File: config.mk
export PLATFORM = sky130hd
export DESIGN_NAME = pin_irq_regs
export DESIGN_NICKNAME = d
export VERILOG_FILES = /design/src/rtl/pin_irq_pkg.sv /design/src/rtl/pin_irq_decode.sv /design/src/rtl/pin_irq_alias.sv /design/src/rtl/pin_irq_capture.sv /design/src/rtl/pin_irq_regs.sv
export SDC_FILE = /design/constraint.sdc
export NUM_CORES = 1
export LEC_CHECK = 0
export CORE_AREA = 2 2 125 249
export DETAILED_ROUTE_END_ITERATION = 8
export DIE_AREA = 0 0 127 251
export DONT_BUFFER_PORTS = 1
export SYNTH_ARGS = -nofsm -noshare
export SYNTH_HDL_FRONTEND = slang
export SYNTH_SLANG_ARGS = --single-unit
export TNS_END_PERCENT = 1
File: constraint.sdc
create_clock -name clk -period 3.3 [get_ports clk]
set_input_delay 0.495 -clock clk [delete_from_list [all_inputs] [get_ports clk]]
set_output_delay 0.495 -clock clk [all_outputs]
set_load 0.01 [all_outputs]
File: src/rtl/pin_irq_pkg.sv
// Shared definitions for the pin interrupt register block.
// Assumes 32-bit words and a word index taken from address bits [5:2].
package pin_irq_pkg;
    localparam int NUM_WORDS = 10;
    localparam int NUM_ALIAS = 3;

    typedef enum logic [3:0] {
        W_MASK_SET = 4'd0,
        W_MASK_CLR = 4'd1,
        W_REQ      = 4'd2,
        W_ASSIGN   = 4'd3,
        W_EDGE_SET = 4'd4,
        W_EDGE_CLR = 4'd5,
        W_INV_SET  = 4'd6,
        W_INV_CLR  = 4'd7,
        W_PINS     = 4'd8,
        W_LATCH    = 4'd9
    } word_idx_e;

    typedef enum logic [1:0] {
        ERR_NONE   = 2'd0,
        ERR_WIDTH  = 2'd1,
        ERR_OFFSET = 2'd2
    } err_e;

    localparam logic [1:0] SIZE_WORD = 2'b10;

    // Word index of the set alias for hidden word g (0 mask, 1 edge, 2 invert).
    function automatic logic [3:0] alias_set_idx(int g);
        case (g)
            0:       return 4'(W_MASK_SET);
            1:       return 4'(W_EDGE_SET);
            default: return 4'(W_INV_SET);
        endcase
    endfunction

    // Reset value of the assign register for a given instance number.
    function automatic logic [31:0] assign_reset(int inst);
        case (inst)
            0, 2:    return 32'h0000_0101;
            1:       return 32'h0101_0000;
            3:       return 32'h0202_0303;
            default: return 32'h0000_0000;
        endcase
    endfunction

    function automatic bit instance_legal(int inst);
        return (inst >= 0) && (inst <= 3);
    endfunction
endpackage

File: src/rtl/pin_irq_decode.sv
// Address and size decoder for the pin interrupt register block.
// Purely combinational. The size check takes priority over the offset check.
// Assumes ADDR_W >= 7 so that bits above the word index exist.
module pin_irq_decode #(
    parameter int ADDR_W = 8
) (
    input  logic                   sel,
    input  logic [1:0]             size,
    input  logic [ADDR_W-1:0]      addr,
    output pin_irq_pkg::word_idx_e idx,
    output pin_irq_pkg::err_e      err,
    output logic                   ok
);
    import pin_irq_pkg::*;

    logic [3:0] raw_idx;
    logic       hi_zero;

    assign raw_idx = addr[5:2];
    assign hi_zero = (addr[ADDR_W-1:6] == '0);
    assign idx     = word_idx_e'(raw_idx);

    // Classify the access: width first, then alignment and range.
    always_comb begin
        err = ERR_NONE;
        if (sel) begin
            if (size != SIZE_WORD)
                err = ERR_WIDTH;
            else if (addr[1:0] != 2'b00 || !hi_zero || raw_idx >= 4'(NUM_WORDS))
                err = ERR_OFFSET;
        end
    end

    assign ok = sel && (err == ERR_NONE);
endmodule

File: src/rtl/pin_irq_alias.sv
// One hidden control word that is reached only through a set alias and a
// clear alias. Only bits written as 1 change. Set wins if both strobes are
// seen in the same cycle (the decoder never produces both).
module pin_irq_alias #(
    parameter int W = 32
) (
    input  logic         clk,
    input  logic         rst_n,
    input  logic         set_we,
    input  logic         clr_we,
    input  logic [W-1:0] wdata,
    output logic [W-1:0] q
);
    // Bitwise set or clear of the hidden word.
    always_ff @(posedge clk) begin
        if (!rst_n)
            q <= '0;
        else if (set_we)
            q <= q | wdata;
        else if (clr_we)
            q <= q & ~wdata;
    end

    assert_set_bits_R2: assert property (@(posedge clk) disable iff (!rst_n)
        set_we |=> ((q & $past(wdata)) == $past(wdata)));

    assert_clear_bits_R3: assert property (@(posedge clk) disable iff (!rst_n)
        (clr_we && !set_we) |=> ((q & $past(wdata)) == '0));

    assert_hold_no_write_R2: assert property (@(posedge clk) disable iff (!rst_n)
        !(set_we || clr_we) |=> $stable(q));
endmodule

File: src/rtl/pin_irq_capture.sv
// Pin capture: each pin is XORed with its invert bit, then latched either on
// a rising edge or on a high level, as the edge-select bit chooses. Latched bits
// are sticky until cleared by a write-one. A new hit wins over a clear in the
// same cycle. Pins are assumed already synchronous to clk.
module pin_irq_capture #(
    parameter int W = 32
) (
    input  logic         clk,
    input  logic         rst_n,
    input  logic [W-1:0] pins,
    input  logic [W-1:0] invert,
    input  logic [W-1:0] edge_sel,
    input  logic         clr_we,
    input  logic [W-1:0] clr_data,
    output logic [W-1:0] latch_q,
    output logic [W-1:0] level_q
);
    logic [W-1:0] cond;
    logic [W-1:0] hit;
    logic [W-1:0] clr_mask;

    assign cond     = pins ^ invert;
    assign clr_mask = clr_we ? clr_data : '0;

    // Per-pin hit selection: rising edge or level.
    for (genvar i = 0; i < W; i++) begin : g_pin
        assign hit[i] = edge_sel[i] ? (cond[i] & ~level_q[i]) : cond[i];
    end

    // Previous-cycle conditioned pin state, used for edges and readback.
    always_ff @(posedge clk) begin
        if (!rst_n)
            level_q <= '0;
        else
            level_q <= cond;
    end

    // Sticky latch with write-one-to-clear.
    always_ff @(posedge clk) begin
        if (!rst_n)
            latch_q <= '0;
        else
            latch_q <= (latch_q & ~clr_mask) | hit;
    end

    assert_hit_latched_R8: assert property (@(posedge clk) disable iff (!rst_n)
        (|hit) |=> ((latch_q & $past(hit)) == $past(hit)));

    assert_no_spurious_set_R9: assert property (@(posedge clk) disable iff (!rst_n)
        (hit == '0) |=> ((latch_q & ~$past(latch_q)) == '0));
endmodule

File: src/rtl/pin_irq_regs.sv
// Top of the pin interrupt register block: bus decode, three alias-reached
// control words, the assign register, the pin capture and the registered
// interrupt. Read data and the error code are registered, one cycle after the
// strobe. INSTANCE selects the assign reset value; only 0 to 3 are legal.
module pin_irq_regs #(
    parameter int DATA_W   = 32,
    parameter int ADDR_W   = 8,
    parameter int INSTANCE = 0
) (
    input  logic              clk,
    input  logic              rst_n,
    input  logic              bus_sel,
    input  logic              bus_we,
    input  logic [1:0]        bus_size,
    input  logic [ADDR_W-1:0] bus_addr,
    input  logic [DATA_W-1:0] bus_wdata,
    output logic [DATA_W-1:0] bus_rdata,
    output logic [1:0]        bus_err,
    input  logic [DATA_W-1:0] pins_in,
    output logic              irq_out
);
    import pin_irq_pkg::*;

    localparam logic [DATA_W-1:0] ASSIGN_RST = DATA_W'(assign_reset(INSTANCE));

    if (!instance_legal(INSTANCE)) begin : g_bad_instance
        $error("pin_irq_regs: INSTANCE must be 0 to 3");
    end

    word_idx_e         idx;
    err_e              dec_err;
    logic              acc_ok;
    logic              wr_ok;
    logic [DATA_W-1:0] ctl_q [NUM_ALIAS];
    logic [DATA_W-1:0] mask_q, edge_q, inv_q;
    logic [DATA_W-1:0] assign_q;
    logic [DATA_W-1:0] latch_q, level_q;
    logic [DATA_W-1:0] request;
    logic [DATA_W-1:0] rd_val;

    pin_irq_decode #(.ADDR_W(ADDR_W)) u_decode (
        .sel  (bus_sel),
        .size (bus_size),
        .addr (bus_addr),
        .idx  (idx),
        .err  (dec_err),
        .ok   (acc_ok)
    );

    assign wr_ok = acc_ok && bus_we;

    // Hidden words 0 mask, 1 edge select, 2 invert; clear alias is set index + 1.
    for (genvar g = 0; g < NUM_ALIAS; g++) begin : g_alias
        localparam logic [3:0] SET_IDX = alias_set_idx(g);
        localparam logic [3:0] CLR_IDX = SET_IDX + 4'd1;
        pin_irq_alias #(.W(DATA_W)) u_word (
            .clk    (clk),
            .rst_n  (rst_n),
            .set_we (wr_ok && (4'(idx) == SET_IDX)),
            .clr_we (wr_ok && (4'(idx) == CLR_IDX)),
            .wdata  (bus_wdata),
            .q      (ctl_q[g])
        );
    end

    assign mask_q = ctl_q[0];
    assign edge_q = ctl_q[1];
    assign inv_q  = ctl_q[2];

    // Plain assign register with per-instance reset value.
    always_ff @(posedge clk) begin
        if (!rst_n)
            assign_q <= ASSIGN_RST;
        else if (wr_ok && idx == W_ASSIGN)
            assign_q <= bus_wdata;
    end

    pin_irq_capture #(.W(DATA_W)) u_capture (
        .clk      (clk),
        .rst_n    (rst_n),
        .pins     (pins_in),
        .invert   (inv_q),
        .edge_sel (edge_q),
        .clr_we   (wr_ok && idx == W_LATCH),
        .clr_data (bus_wdata),
        .latch_q  (latch_q),
        .level_q  (level_q)
    );

    assign request = latch_q & mask_q;

    // Read multiplexer: both aliases of a pair return the hidden word.
    always_comb begin
        case (idx)
            W_MASK_SET, W_MASK_CLR: rd_val = mask_q;
            W_EDGE_SET, W_EDGE_CLR: rd_val = edge_q;
            W_INV_SET,  W_INV_CLR:  rd_val = inv_q;
            W_REQ:                  rd_val = request;
            W_ASSIGN:               rd_val = assign_q;
            W_PINS:                 rd_val = level_q;
            W_LATCH:                rd_val = latch_q;
            default:                rd_val = '0;
        endcase
    end

    // Registered read data and error code.
    always_ff @(posedge clk) begin
        if (!rst_n) begin
            bus_rdata <= '0;
            bus_err   <= 2'(ERR_NONE);
        end else begin
            bus_rdata <= (acc_ok && !bus_we) ? rd_val : '0;
            bus_err   <= 2'(dec_err);
        end
    end

    // Registered interrupt output.
    always_ff @(posedge clk) begin
        if (!rst_n)
            irq_out <= 1'b0;
        else
            irq_out <= |request;
    end

    assert_width_first_R6: assert property (@(posedge clk) disable iff (!rst_n)
        (bus_sel && bus_size != SIZE_WORD) |=> (bus_err == 2'(ERR_WIDTH)));

    assert_bad_access_keeps_assign_R7: assert property (@(posedge clk) disable iff (!rst_n)
        (bus_sel && dec_err != ERR_NONE) |=> ($stable(assign_q) && bus_rdata == '0));

    assert_irq_rise_R11: assert property (@(posedge clk) disable iff (!rst_n)
        (|request) |=> irq_out);

    assert_irq_fall_R11: assert property (@(posedge clk) disable iff (!rst_n)
        !(|request) |=> !irq_out);

    assert_idle_bus_quiet_R12: assert property (@(posedge clk) disable iff (!rst_n)
        !bus_sel |=> (bus_err == 2'd0 && bus_rdata == '0));
endmodule

# After elaboration in Yosys (flattened, before gate mapping)
# Index checks and enable logic that the tools add are counted.
classes:
  n_bitwise: 76
  n_mux: 43
  n_eq_ne: 10
  n_reduce_logical: 27
  n_lt_le_gt_ge: 1
op_table:
  columns: ["cell", "count"]
  rows:
  - ["$mux 32", 7]
  - ["$pmux 32 s7", 1]
  - ["$and 32x32->32", 5]
  - ["$or 32x32->32", 4]
  - ["$not 32->32", 2]
  - ["$and 1x1->1", 32]
  - ["$mux 1", 32]
  - ["$not 1->1", 32]
  - ["$reduce_or 32->1", 1]
  - ["$xor 32x32->32", 1]
  - ["$eq 4x3->1 const B", 4]
  - ["$logic_and 1x1->1", 11]
  - ["$eq 4x2->1 const B", 2]
  - ["$eq 4x4->1 const B", 2]
  - ["$reduce_bool 2->1", 4]
  - ["$mux 2", 3]
  - ["$reduce_or 2->1", 3]
  - ["$eq 4x1->1 const B", 1]
  - ["$ge 4x4->1 const B", 1]
  - ["$logic_not 2->1", 2]
  - ["$logic_not 4->1", 1]
  - ["$logic_not 1->1", 2]
  - ["$logic_or 1x1->1", 2]
  - ["$ne 2x2->1 const B", 1]
  - ["$reduce_and 2->1", 1]
totals:
  wordCells: 166
  register_bits: 227
  out_inout_bits: 35
  inputBits: 78

# Logic depth before layout (Yosys ltp)
logic_depth:
  depth_word: 15
  depth_mapped: 8
  mapped_depth_nobuf: 4

# Cells and area by module
# Synthesis repeated with hierarchy kept, for this count alone.
hier_totals:
  hier_cells: 1153
  area_unflattened_um2: 10583.9
by_module_without_submodules:
  columns: ["mod", "n_inst", "seq_area_each_um2", "cells_per_inst", "area_each_um2"]
  rows:
  - ["pin_irq_alias", 3, 640.6, 141, 1346.3]
  - ["pin_irq_regs", 1, 1341.3, 482, 3863.7]
  - ["pin_irq_capture", 1, 1281.2, 237, 2600.0]
  - ["pin_irq_decode", 1, 0.0, 11, 81.3]

# Worst setup path before layout
# No wires, ideal clock.
synth_timing:
  kind: "input to register"
  from: "in bus_addr[1]"
  to: "reg with a tool-made name"
  setup_slack_ns: 1.282
  required_time_ns: 3.185
  path_stages: 6
  path_buffers: 2
  setup_time_ns: 0.115
  t_arrival_ns: 1.902
  cell_sequence: "or4_4 nor4b_2 buf_4 buf_4 nand3_1 and3_1"
synth_rtl:
  columns: ["item", "line", "source"]
  rows:
  - ["start: declaration", "pin_irq_regs.sv:15", "input logic [ADDR_W-1:0] bus_addr,"]

==> metrics list <==
- Width of the chip: between 100 and 150 um
- Synthesis produced a netlist with a net count of 1138.
* Final setup viols: 0
- Placement-stage cell area: 10300 sq um
- Power per Cell Area: between 500 and 600 nW/um^2
* Class of the tightest hold or removal check: primary input to flop
- Ratio of cells with drive above 1 in the final layout: a little under a fifth
* Highest Signal Layer: met4
- Maximum frequency from static timing analysis: about 0.56 GHz
* Average detailed-routed wire length per instance: 23.1 um
- Detailed placement finished with a half-perimeter wire length of between 15 and 20 mm.
* Switching power: between 1 and 1.5 mW
* Number of DRC markers after the initial detailed-route iteration: 717
- Gates resized during post-CTS repair numbered 0.
- After synthesis the cells add up to 10300 sq um.
* Count of different cell masters after synthesis: 41
* Number of fill cells: 2983
- Internal power comes to between 4 and 5 mW.
- After synthesis, flip-flops and latches occupy between 40% and 50% of the total area.
- The Yosys step of the flow raised 0 warnings.
- TritonCTS clock tree: yes
* Clk_lat worst skew: 520 ps
- The detailed router put a total of ~13 mm of wire on met1.
* Sink count of the clock tree: 227
* Core occupancy in the finished layout: roughly 37%
- Yosys top cell area share: about 44%
- The critical path is of the primary input to flop type.
- In this run the static leakage power is 3.68 nW.
- In this run the number of H-tree levels came out at 1.
* Number of global-route vias before repair: 8213
- Hold Worst Slack: about 71 ps
- Fraction of power spent switching nets: 21.7%
* Die Y: 251 um
- Row cnt: 90
* Sequential fraction of design power: 48.6%
- The number of pins exceeding their max-slew limit in the final report is 0.
- 0 antenna diodes ended up in the layout.
- Cell accounting for the most synthesized area: dfxtp_1
- The final hold violation count came to 0.
* Setup slack at placement: 991 ps
* Synthesized area divided by synthesized cell count: around 9.8 sq um
* Flip-flop cell with the highest count after synthesis: dfxtp_1
* Biggest area contributors in the synthesized netlist: dfxtp_1 (44%), a311oi_2 (8.1%), nand2_1 (4.6%)
* Area Growth Syn to Fin: 7.95%
* Instance count of the mapped netlist: ~1100
- At the end of the flow, the number of nets in the layout was 1053.
- The worst setup path is captured at a flop.
* Required time of the worst setup path: approximately 3700 ps
- Area of the core: 30000 sq um
- After synthesis, the share of flip-flops with an asynchronous set or reset is 0%.
* FF+latch area: 4540 sq um
- Overall track demand over capacity in global routing: a little under a fifth
- Post-layout minimum cycle time: around 1800 ps
* Max Fanout on Critical Path: 64
- After detailed routing, the number of remaining DRC violations is 0.
* Clock buffer depth: 3
- In the detailed route, the total length drawn on met3 is 2.50 mm.
- Min setup slack post-route: 1520 ps
- Via/cell ratio: about 6.1
- Number of flip-flops and latches in the synthesized netlist: between 200 and 250
* Drt total wl: 31.4 mm
- Worst hold path startpoint: bus_wdata[14]
- The worst-case IR drop observed on VDD is roughly 450 uV.
- Starting Density: 34.5%
- Number of flops mapped to enable cells by yosys: 0
* Final weighted congestion in routability-driven placement: 0.822
- Pre-antenna DRT Iters: 5
- Clock slew at reported path FFs: 70 ps
- The worst pin sits at a relative slew slack of 47.0%.
- For this design, the CTS-stage hold fixing added 0 buffers.
* Power share of the clock group: 47.9%
- At the pin with the least slew margin, the transition time is slightly below 800 ps.
- Run status: finished clean
* Number of port buffers: 0
- Final instance area: 11200 sq um
- The number of antenna violations at the first check in global routing is 0.
* Number of buffers added for setup after CTS: 0
- Worst Setup Start Kind: primary input
* Wire length of the first global-routing pass: approximately 48 mm
- Max-cap violations in this run came to 0.
- The total overflow left after global routing is 0.
* Worst clock skew on the final layout: 9.53 ps
* Maximum number of pins on one net before global-route repair: 107
- STA puts the critical path data arrival time at ~2200 ps.
- Summing all multi-input logic gate instances after layout gives 5110 sq um.
- The critical path starts at bus_addr[1].
- Number of I/O pins: 113
* Unrepaired setup endpoints after global routing: no
* Post-DRT Antenna Nets: 0
- The detailed router placed 8305 vias in this run.
- Comb power frac: 3.5%
* Met2 WL post-DR: between 15 and 20 mm
- After layout, the worst path uses between 50% and 60% of the clock period.
- The die covers around 32000 sq um.
* TritonCTS buffer count: 24
- CTS placed an instance of clkbuf_16 at the clock tree root.
- Aggregate negative setup slack: 0 ps
==> worst paths after layout <==
path / end / slack, ps / depth (start not counted)
max: flop / 1520 / 5
min: flop / 70 / 1
max reg2reg: irq_out / 1920 / 4
min reg2reg: assign_q[6] / 460 / 2
==> Yosys cell counts, drive strengths merged, types with 2 or more instances <==
| cell type | n |
|---|---|
| clkbuf | 62 |
| nand3 | 39 |
| inv | 2 |
| a21oi | 88 |
| mux2i | 2 |
| nor4bb | 2 |
| nor2b | 2 |
| buf | 70 |
| and2 | 4 |
| and3 | 11 |
| dfxtp | 227 |
| o21ai | 31 |
| nand2 | 127 |
| nor4 | 3 |
| nand4 | 8 |
| a311oi | 87 |
| a32oi | 32 |
| nor2 | 36 |
| xnor2 | 28 |
| a22oi | 52 |
| and4 | 2 |
| nor4b | 3 |
| a31oi | 32 |
| a32o | 28 |
| mux2 | 32 |
| xor2 | 4 |
| a21o | 41 |
==> placed cells by master (no fill, tap or decap), types with 2 or more instances in the layout <==
master,instances
nor4_2,2
and2_1,4
nor2_1,35
a311oi_1,31
nor4b_4,2
nor4bb_4,2
mux2i_1,2
a22oi_1,52
dfxtp_1,227
a21oi_1,60
a21oi_2,28
nand4_1,8
and4_2,2
buf_12,5
and3_1,11
nand2_1,127
clkbuf_1,8
bufinv_16,3
a32o_1,28
o21ai_0,30
nand3_1,39
buf_4,16
a21o_1,41
xor2_1,4
a32oi_1,32
a311oi_2,56
xnor2_1,28
a31oi_1,32
clkbuf_8,4
clkbuf_16,25
mux2_2,32
==> layout make-up <==
cell class                      count  area share [%]
Clock buffer                       37            6.37
Timing Repair Buffer               21            1.97
Inverter                            2          0.0897
Tap cell                          368            4.13
Clock inverter                      5           0.919
Sequential cell                   227            40.7
Multi-Input combinational cell    699            45.8
==> per-stage QoR <==
stage / power (mW) / std cells
after detailed placement: 3.12 / 1317
after CTS: 5.91 / 1359
after floorplan: 3.14 / 1060
after global placement: 3.11 / 1317
after global routing: 6.04 / 1359
final: 5.87 / 1359
==> worst max-delay path, cell delays in order <==
cell and delay [ps]:
or4_4 550, nor4b_4 320, buf_12 400, a21oi_2 110, a311oi_2 270
==> routing by layer <==
metal  track usage, %  vias up
li1                 -     3817
met1             24.6     4057
met2             32.3      376
met3             3.81       55
met4             5.18        0
met5                0        -
==> power groups by stage <==
stage / logic (mW) / clock network (mW) / registers [mW]
finish: 0.206 / 2.81 / 2.85
floorplan: 0.254 / 0 / 2.89
CTS: 0.205 / 2.86 / 2.85
global route: 0.220 / 2.97 / 2.86
detailed placement: 0.204 / 0 / 2.91
global placement: 0.199 / 0 / 2.91
==> logic make-up (layout without fill, tap and decap cells) <==
kind of cell	count (synthesis)	after routing	synth area share, %
AOI/OAI and AO/OA	391	391	31.7
xor gates and xnor gates	32	32	2.71
buffers and inverters	134	65	7.25
DFF	227	227	44.0
muxes	34	34	3.68
and+or+nand+nor	242	242	10.7
Note: power is estimated with default switching activity, not from simulation.
